[src/rtl/sat_arith_pkg.sv]
package sat_arith_pkg;

  typedef enum logic [1:0] {
    OP_ADD  = 2'b00,
    OP_SUB  = 2'b01,
    OP_DADD = 2'b10,
    OP_DSUB = 2'b11
  } sat_op_e;

  // Strobes the control hands to the datapath
  typedef struct packed {
    logic useDouble;   // double and clamp opB before the final stage
    logic doSubtract;  // final stage subtracts instead of adds
  } sat_strobe_t;

endpackage

[src/rtl/sat_clamp.sv]
// Clamps a one-bit-extended signed value back into DATA_W bits.
module sat_clamp #(
  parameter int DATA_W = 32
) (
  input  logic [DATA_W:0]   wideVal,
  output logic [DATA_W-1:0] clampVal,
  output logic              clamped
);
  localparam logic [DATA_W-1:0] MAX_VAL = {1'b0, {(DATA_W-1){1'b1}}};
  localparam logic [DATA_W-1:0] MIN_VAL = {1'b1, {(DATA_W-1){1'b0}}};

  always_comb begin
    clamped = wideVal[DATA_W] ^ wideVal[DATA_W-1];
    if (!clamped)           clampVal = wideVal[DATA_W-1:0];
    else if (wideVal[DATA_W]) clampVal = MIN_VAL;
    else                    clampVal = MAX_VAL;
  end
endmodule

[src/rtl/sat_datapath.sv]
module sat_datapath
  import sat_arith_pkg::*;
#(
  parameter int DATA_W = 32
) (
  input  logic [DATA_W-1:0] opA,
  input  logic [DATA_W-1:0] opB,
  input  sat_strobe_t       strobe,
  output logic [DATA_W-1:0] result,
  output logic              finalOvf
);
  localparam int EXT_W = DATA_W + 1;

  logic [EXT_W-1:0]  dblWide;
  logic [DATA_W-1:0] dblSat;
  logic              dblClamped;
  logic [DATA_W-1:0] secondOp;
  logic [EXT_W-1:0]  extA;
  logic [EXT_W-1:0]  extB;
  logic [EXT_W-1:0]  sumWide;

  // Doubling stage: a left shift into EXT_W bits is exact
  assign dblWide = {opB, 1'b0};

  sat_clamp #(.DATA_W(DATA_W)) u_dblClamp (
    .wideVal (dblWide),
    .clampVal(dblSat),
    .clamped (dblClamped)
  );

  assign secondOp = strobe.useDouble ? dblSat : opB;
  assign extA     = {opA[DATA_W-1], opA};
  assign extB     = {secondOp[DATA_W-1], secondOp};
  assign sumWide  = strobe.doSubtract ? (extA - extB) : (extA + extB);

  // Final stage: only its clamp is reported as overflow
  sat_clamp #(.DATA_W(DATA_W)) u_sumClamp (
    .wideVal (sumWide),
    .clampVal(result),
    .clamped (finalOvf)
  );

  logic unusedDbl;
  assign unusedDbl = dblClamped;
endmodule

[src/rtl/sat_ctrl.sv]
module sat_ctrl
  import sat_arith_pkg::*;
(
  input  logic        clk,
  input  logic        rstN,
  input  logic [1:0]  opSel,
  input  logic        inValid,
  input  logic        qClear,
  input  logic        finalOvf,
  output sat_strobe_t strobe,
  output logic        qSticky
);
  sat_op_e opCode;

  always_comb begin
    opCode = sat_op_e'(opSel);
    strobe = '0;
    unique case (opCode)
      OP_ADD:  strobe = '{useDouble: 1'b0, doSubtract: 1'b0};
      OP_SUB:  strobe = '{useDouble: 1'b0, doSubtract: 1'b1};
      OP_DADD: strobe = '{useDouble: 1'b1, doSubtract: 1'b0};
      OP_DSUB: strobe = '{useDouble: 1'b1, doSubtract: 1'b1};
      default: strobe = '0;
    endcase
  end

  // Sticky flag: clear wins, set only on accepted overflow
  always_ff @(posedge clk) begin
    if (!rstN)                     qSticky <= 1'b0;
    else if (qClear)               qSticky <= 1'b0;
    else if (inValid && finalOvf)  qSticky <= 1'b1;
  end
endmodule

[src/rtl/sat_arith_unit.sv]
module sat_arith_unit
  import sat_arith_pkg::*;
#(
  parameter int DATA_W = 32
) (
  input  logic              clk,
  input  logic              rstN,
  input  logic [DATA_W-1:0] opA,
  input  logic [DATA_W-1:0] opB,
  input  logic [1:0]        opSel,
  input  logic              inValid,
  input  logic              qClear,
  output logic [DATA_W-1:0] result,
  output logic              qSticky
);
  sat_strobe_t strobe;
  logic        finalOvf;

  sat_ctrl u_ctrl (
    .clk     (clk),
    .rstN    (rstN),
    .opSel   (opSel),
    .inValid (inValid),
    .qClear  (qClear),
    .finalOvf(finalOvf),
    .strobe  (strobe),
    .qSticky (qSticky)
  );

  sat_datapath #(.DATA_W(DATA_W)) u_dp (
    .opA     (opA),
    .opB     (opB),
    .strobe  (strobe),
    .result  (result),
    .finalOvf(finalOvf)
  );
endmodule

[config.mk]
export PLATFORM = sky130hd
export DESIGN_NAME = sat_arith_unit
export DESIGN_NICKNAME = d
export VERILOG_FILES = /design/src/rtl/sat_arith_pkg.sv /design/src/rtl/sat_clamp.sv /design/src/rtl/sat_datapath.sv /design/src/rtl/sat_ctrl.sv /design/src/rtl/sat_arith_unit.sv
export SDC_FILE = /design/constraint.sdc
export NUM_CORES = 1
export LEC_CHECK = 0
export ABC_CLOCK_PERIOD_IN_PS = 13300
export CAP_MARGIN = 20
export CORE_UTILIZATION = 30
export DETAILED_ROUTE_END_ITERATION = 6
export HOLD_SLACK_MARGIN = 0.02
export SYNTH_ARGS = -nofsm -noshare
export SYNTH_HDL_FRONTEND = slang
export SYNTH_HIERARCHICAL = 1
export SYNTH_SLANG_ARGS = --single-unit
[constraint.sdc]
create_clock -name clk -period 13.3 [get_ports clk]
set_clock_uncertainty 0.1 [all_clocks]
set_input_delay 2.66 -clock clk [delete_from_list [all_inputs] [get_ports clk]]
set_output_delay 2.66 -clock clk [all_outputs]
set_load 0.02 [all_outputs]
### Yosys cells after proc, flatten, opt, wreduce, memory -nomap -nowiden

Index checks and enable logic that the tools add are counted.

* add/sub/neg operators: 2
* eq/ne operators: 3
* muxes and demuxes: 7
* bitwise logic cells: 3
* reductions and logical operators: 3

Operators by type and width (number)
* $mux 32: 5
* $add 32x32->33: 1
* $mux 33: 1
* $sub 32x32->33: 1
* $pmux 2 s4: 1
* $eq 2x2->1 const B: 2
* $eq 2x1->1 const B: 1
* $logic_not 2->1: 1
* $reduce_or 2->1: 1
* $xor 1x1->1: 2
* $logic_and 1x1->1: 1
* $not 1->1: 1

* flip-flop bits (word level): 1
* input port bits: 70
* output and inout port bits: 33
* word-level logic and storage cells: 19

### Logic depth before layout (Yosys ltp)

* word-level depth: 7
* mapped depth: 32

### Modules after synthesis

The synthesis kept the hierarchy.

Modules (own cells, without submodules)
* sat_datapath: times used 1, cells each 409, area each 2859.0 um^2
* sat_clamp: times used 2, cells each 75, area each 384.1 um^2
* sat_ctrl: times used 1, cells each 5, area each 45.0 um^2

### Least setup slack after synthesis

No wires, ideal clock.

* path kind: input-to-output
* start point: input port opSel[1]
* end point: output port result[10]
* data arrival time: 8543 ps
* data required time: 10540 ps
* setup slack: 1997 ps
* stages on the path: 28
* path buffers: 10
* path through: clkbuf_1 buf_6 buf_2 buf_2 buf_2 buf_2 buf_2 mux2i_1 ha_1 o21ai_1 nor4b_4 or3b_4 nand2_1 xnor2_1 ha_1 clkbuf_1 nand4_1 or3_1 nor4_1 o41ai_1 nor2b_1 o21ai_1 a21oi_1 xor2_1 ha_1 buf_6 buf_2 a21oi_1

* word-level cells in the longest chain between the ends: 7
* elaborated cells on any way between the ends: 12
* classes of those cells: add/sub (2); eq/ne (3); mux (5); bitwise (1); reduce/logical (1)

RTL lines
* start: declaration: line sat_arith_unit.sv:10 `input logic [1:0] opSel,`
* $eq 2x2->1, or another cell as far along: line sat_ctrl.sv:18 `unique case (opCode)`
* $pmux 2 s4 *: line sat_ctrl.sv:18
* $mux 32: line sat_datapath.sv:31 `assign secondOp = strobe.useDouble ? dblSat : opB;`
* $add 32x32->33 or $sub 32x32->33 (tied branches): line sat_datapath.sv:34 `assign sumWide = strobe.doSubtract ? (extA - extB) : (extA + extB);`
* $mux 33 *: line sat_datapath.sv:34
* named net u_dp.sumWide[32]: line sat_datapath.sv:20 `logic [EXT_W-1:0] sumWide;`
* $mux 32 or $xor 1x1->1 (tied branches): line sat_clamp.sv:15, sat_clamp.sv:13
* $mux 32 *: line sat_clamp.sv:14 `if (!clamped) clampVal = wideVal[DATA_W-1:0];`
* end: declaration: line sat_arith_unit.sv:13 `output logic [DATA_W-1:0] result,`

The timed path passes the listed nets; every way through them passes the cells marked *.

### Worst setup path in the final report

* start point: input port opB[30]
* end point: output port result[25]

* word-level cells in the longest chain between the ends: 7
* elaborated cells on any way between the ends: 9
* classes of those cells: add/sub (2); mux (5); bitwise (2)

RTL lines
* start: declaration: line sat_arith_unit.sv:9 `input logic [DATA_W-1:0] opB,`
* $xor 1x1->1 *: line sat_clamp.sv:13 `clamped = wideVal[DATA_W] ^ wideVal[DATA_W-1];`
* $mux 32 *: line sat_clamp.sv:14
* named net u_dp.dblSat[0]: line sat_datapath.sv:15 `logic [DATA_W-1:0] dblSat;`
* $mux 32 *: line sat_datapath.sv:31
* $add 32x32->33 or $sub 32x32->33 (tied branches): line sat_datapath.sv:34
* $mux 33 *: line sat_datapath.sv:34
* named net u_dp.sumWide[32]: line sat_datapath.sv:20
* $mux 32 or $xor 1x1->1 (tied branches): line sat_clamp.sv:15, sat_clamp.sv:13
* $mux 32 *: line sat_clamp.sv:14

Marked as above.

==> results.toml <==
[placed_design]
dp_cells = 787
dpl_cell_area_um2 = 4707
place_congestion = 0.8646
dpl.hpwl_mm = 9.275
place.port_buffers = 102

[sta]
relSlewSlack_pct = 46.43
tightest_slew_ns = 0.8010
rsz0062_at_grt = "false"
hold_ws_ns = 0.4440
setup_viol = 0
min_period_ns = 12.67
slew_violations = 0
setup_tns_ns = 0
period_share_pct = 95.27
fmax_mhz = 78.92
finalHoldViolCount = 0

[worst_setup_path]
r2r_setup_slack_ns = 12.59
critPathLaunch = "opB[30]"
reg2regPathDepth = 2
cp_slowest_cell = "clkdlybuf4s50_1"
worst_path_most_repeated_cell = "ha_1"
rr_endpoint = "u_ctrl/qSticky"
worstSetupStartpointType = "input pin"
required_ns = 10.54
cp-end-kind = "primary output"
cp_max_fo = 31
crit_type = "in2out"
reg2reg_from = "u_ctrl/qSticky"
endpoint = "result[25]"
arrival_ns = 9.91
critPathMaxStageDelay_ns = 0.58

[global_route]
grt_overflow = 0
antenna_found_initial = 0
grt_use_total_pct = 16.95
grt_pass1_wl_mm = 18.15
grt_pass1_vias = 3757
grt_max_degree = 58

[power_and_ir_drop]
seqPwrFrac_pct = 0.6
power_leakage_nw = 2.086
p_sw_w = 0.0003622
irDropWorstVdd_v = 0.00007204
p_int_w = 0.0002985
power.density_nw_per_um2 = 140.2
combPwrFrac_pct = 99.4
netSwitchingFraction_pct = 54.82
p_clk_share_pct = 0

[hold_path]
hold_class = "reg2reg"

[layout]
drive_gt1_share_pct = 3.438
fin_util_pct = 39.38
largest_reg_flops = 1
nets = 750
syn_to_final_growth_pct = 28.41
top_register = "u_ctrl/qSticky"
diodes = 0
finalInstanceArea_um2 = 4711
fin_cells = 787
reg.largest.list = "u_ctrl/qSticky: 1 flops"
nFillCells = 1266

[status]
status = "complete, no violations"

[die]
core_um2 = 11960
io_pins = 103
dieHeight_um = 112.6
dieArea_um2 = 12670
die_w_um = 112.6
fp-row-count = 40
start_util_pct = 30.67

[drt]
vias = 3998
drc = 0
vias_per_cell = 5.080
ant_nets = 0
wire_per_inst_um = 13.86
drtPass1Iterations = 4
drtIter0Drc = 245
wirelength_mm = 10.91

[synth]
netlist_area_um2 = 3669
syn-num-nets = 671
yosysWarningCount = 6
avgSynthCellArea_um2 = 6.516
syn_inst = 563

[job]
maxCapViolCount = 0

[clock_network]
hold_buffers = 0
cts.clk_slew.worst_paths_ns = 0
clk_latency_ns = 0
## per-layer routing
layer	track usage (%)	up-vias	part of all wire (%)
li1	-	2123	-
met1	24.28	1764	49
met2	28.44	101	45
met3	0.8639	10	4.0
met4	2.400	0	1.6
met5	0	-	0
## repair_timing
action                     CTS  global route
setup endpoints to repair    0            15
resized for setup            0             1
setup buffers                0             0
## layout make-up
cell class | instances | area (um^2) | area share (%)
multi-input cells | 456 | 3172 | 67.33
repair buffers | 106 | 1046 | 22.20
inverters | 77 | 289.0 | 6.135
well taps | 147 | 183.9 | 3.904
flip-flops and latches | 1 | 20.02 | 0.4250
## worst max-delay path: cells and delay by family
family,cells,cell delay [ns]
AND/OR/NAND/NOR,8,2.92
buffers and inverters,3,1.16
AO/OA/AOI/OAI,7,1.13
multiplexers,1,0.30
adder cells (fa/ha/maj),4,1.39
XOR/XNOR,2,0.35
## power by group through the flow
stage / Sequential, W / Clock [W] / Combinational (W)
2_1_floorplan: 0.00000427 / 0 / 0.000421
3_3_place_gp: 0.00000371 / 0 / 0.000650
3_5_place_dp: 0.00000377 / 0 / 0.000656
4_1_cts: 0.00000378 / 0 / 0.000658
5_1_grt: 0.00000384 / 0 / 0.000715
6_report: 0.00000375 / 0 / 0.000657
## stage by stage
step	power [W]	worst slack (ns)
after detailed placement	0.0006599	0.5837
after floorplan	0.0004253	1.997
final	0.0006606	0.6284
after global routing	0.0007186	0.04744
after global placement	0.0006536	0.7268
after CTS	0.0006622	0.5688
## layout by cell type, fill, tap and decap left out, types with 3 or more instances in the layout
| master | count |
|---|---|
| buf_4 | 4 |
| xnor2_1 | 26 |
| o21ai_0 | 23 |
| nand2b_1 | 8 |
| a211oi_1 | 5 |
| a41oi_1 | 4 |
| nor2_1 | 41 |
| nor3b_1 | 4 |
| clkdlybuf4s50_1 | 101 |
| mux2i_1 | 22 |
| xor2_1 | 34 |
| o32a_1 | 4 |
| o32ai_1 | 3 |
| nor4_1 | 3 |
| inv_1 | 77 |
| o21a_1 | 7 |
| nand2_1 | 23 |
| nor3_1 | 19 |
| a21o_1 | 15 |
| ha_1 | 37 |
| or2_2 | 5 |
| nand3_1 | 10 |
| nor2b_1 | 7 |
| a31oi_1 | 9 |
| a21oi_1 | 105 |
## worst min path at each step
stage	endpoint	from	cells past startpoint	slack [ns]
3_3_place_gp	u_ctrl/qSticky	u_ctrl/qSticky	2	0.43
6_report	u_ctrl/qSticky	u_ctrl/qSticky	2	0.44
4_1_cts	u_ctrl/qSticky	u_ctrl/qSticky	2	0.45
2_1_floorplan	u_ctrl/qSticky	u_ctrl/qSticky	2	0.51
3_5_place_dp	u_ctrl/qSticky	u_ctrl/qSticky	2	0.46
5_1_grt	u_ctrl/qSticky	u_ctrl/qSticky	2	0.53
Power figures use the tool's default switching activity.
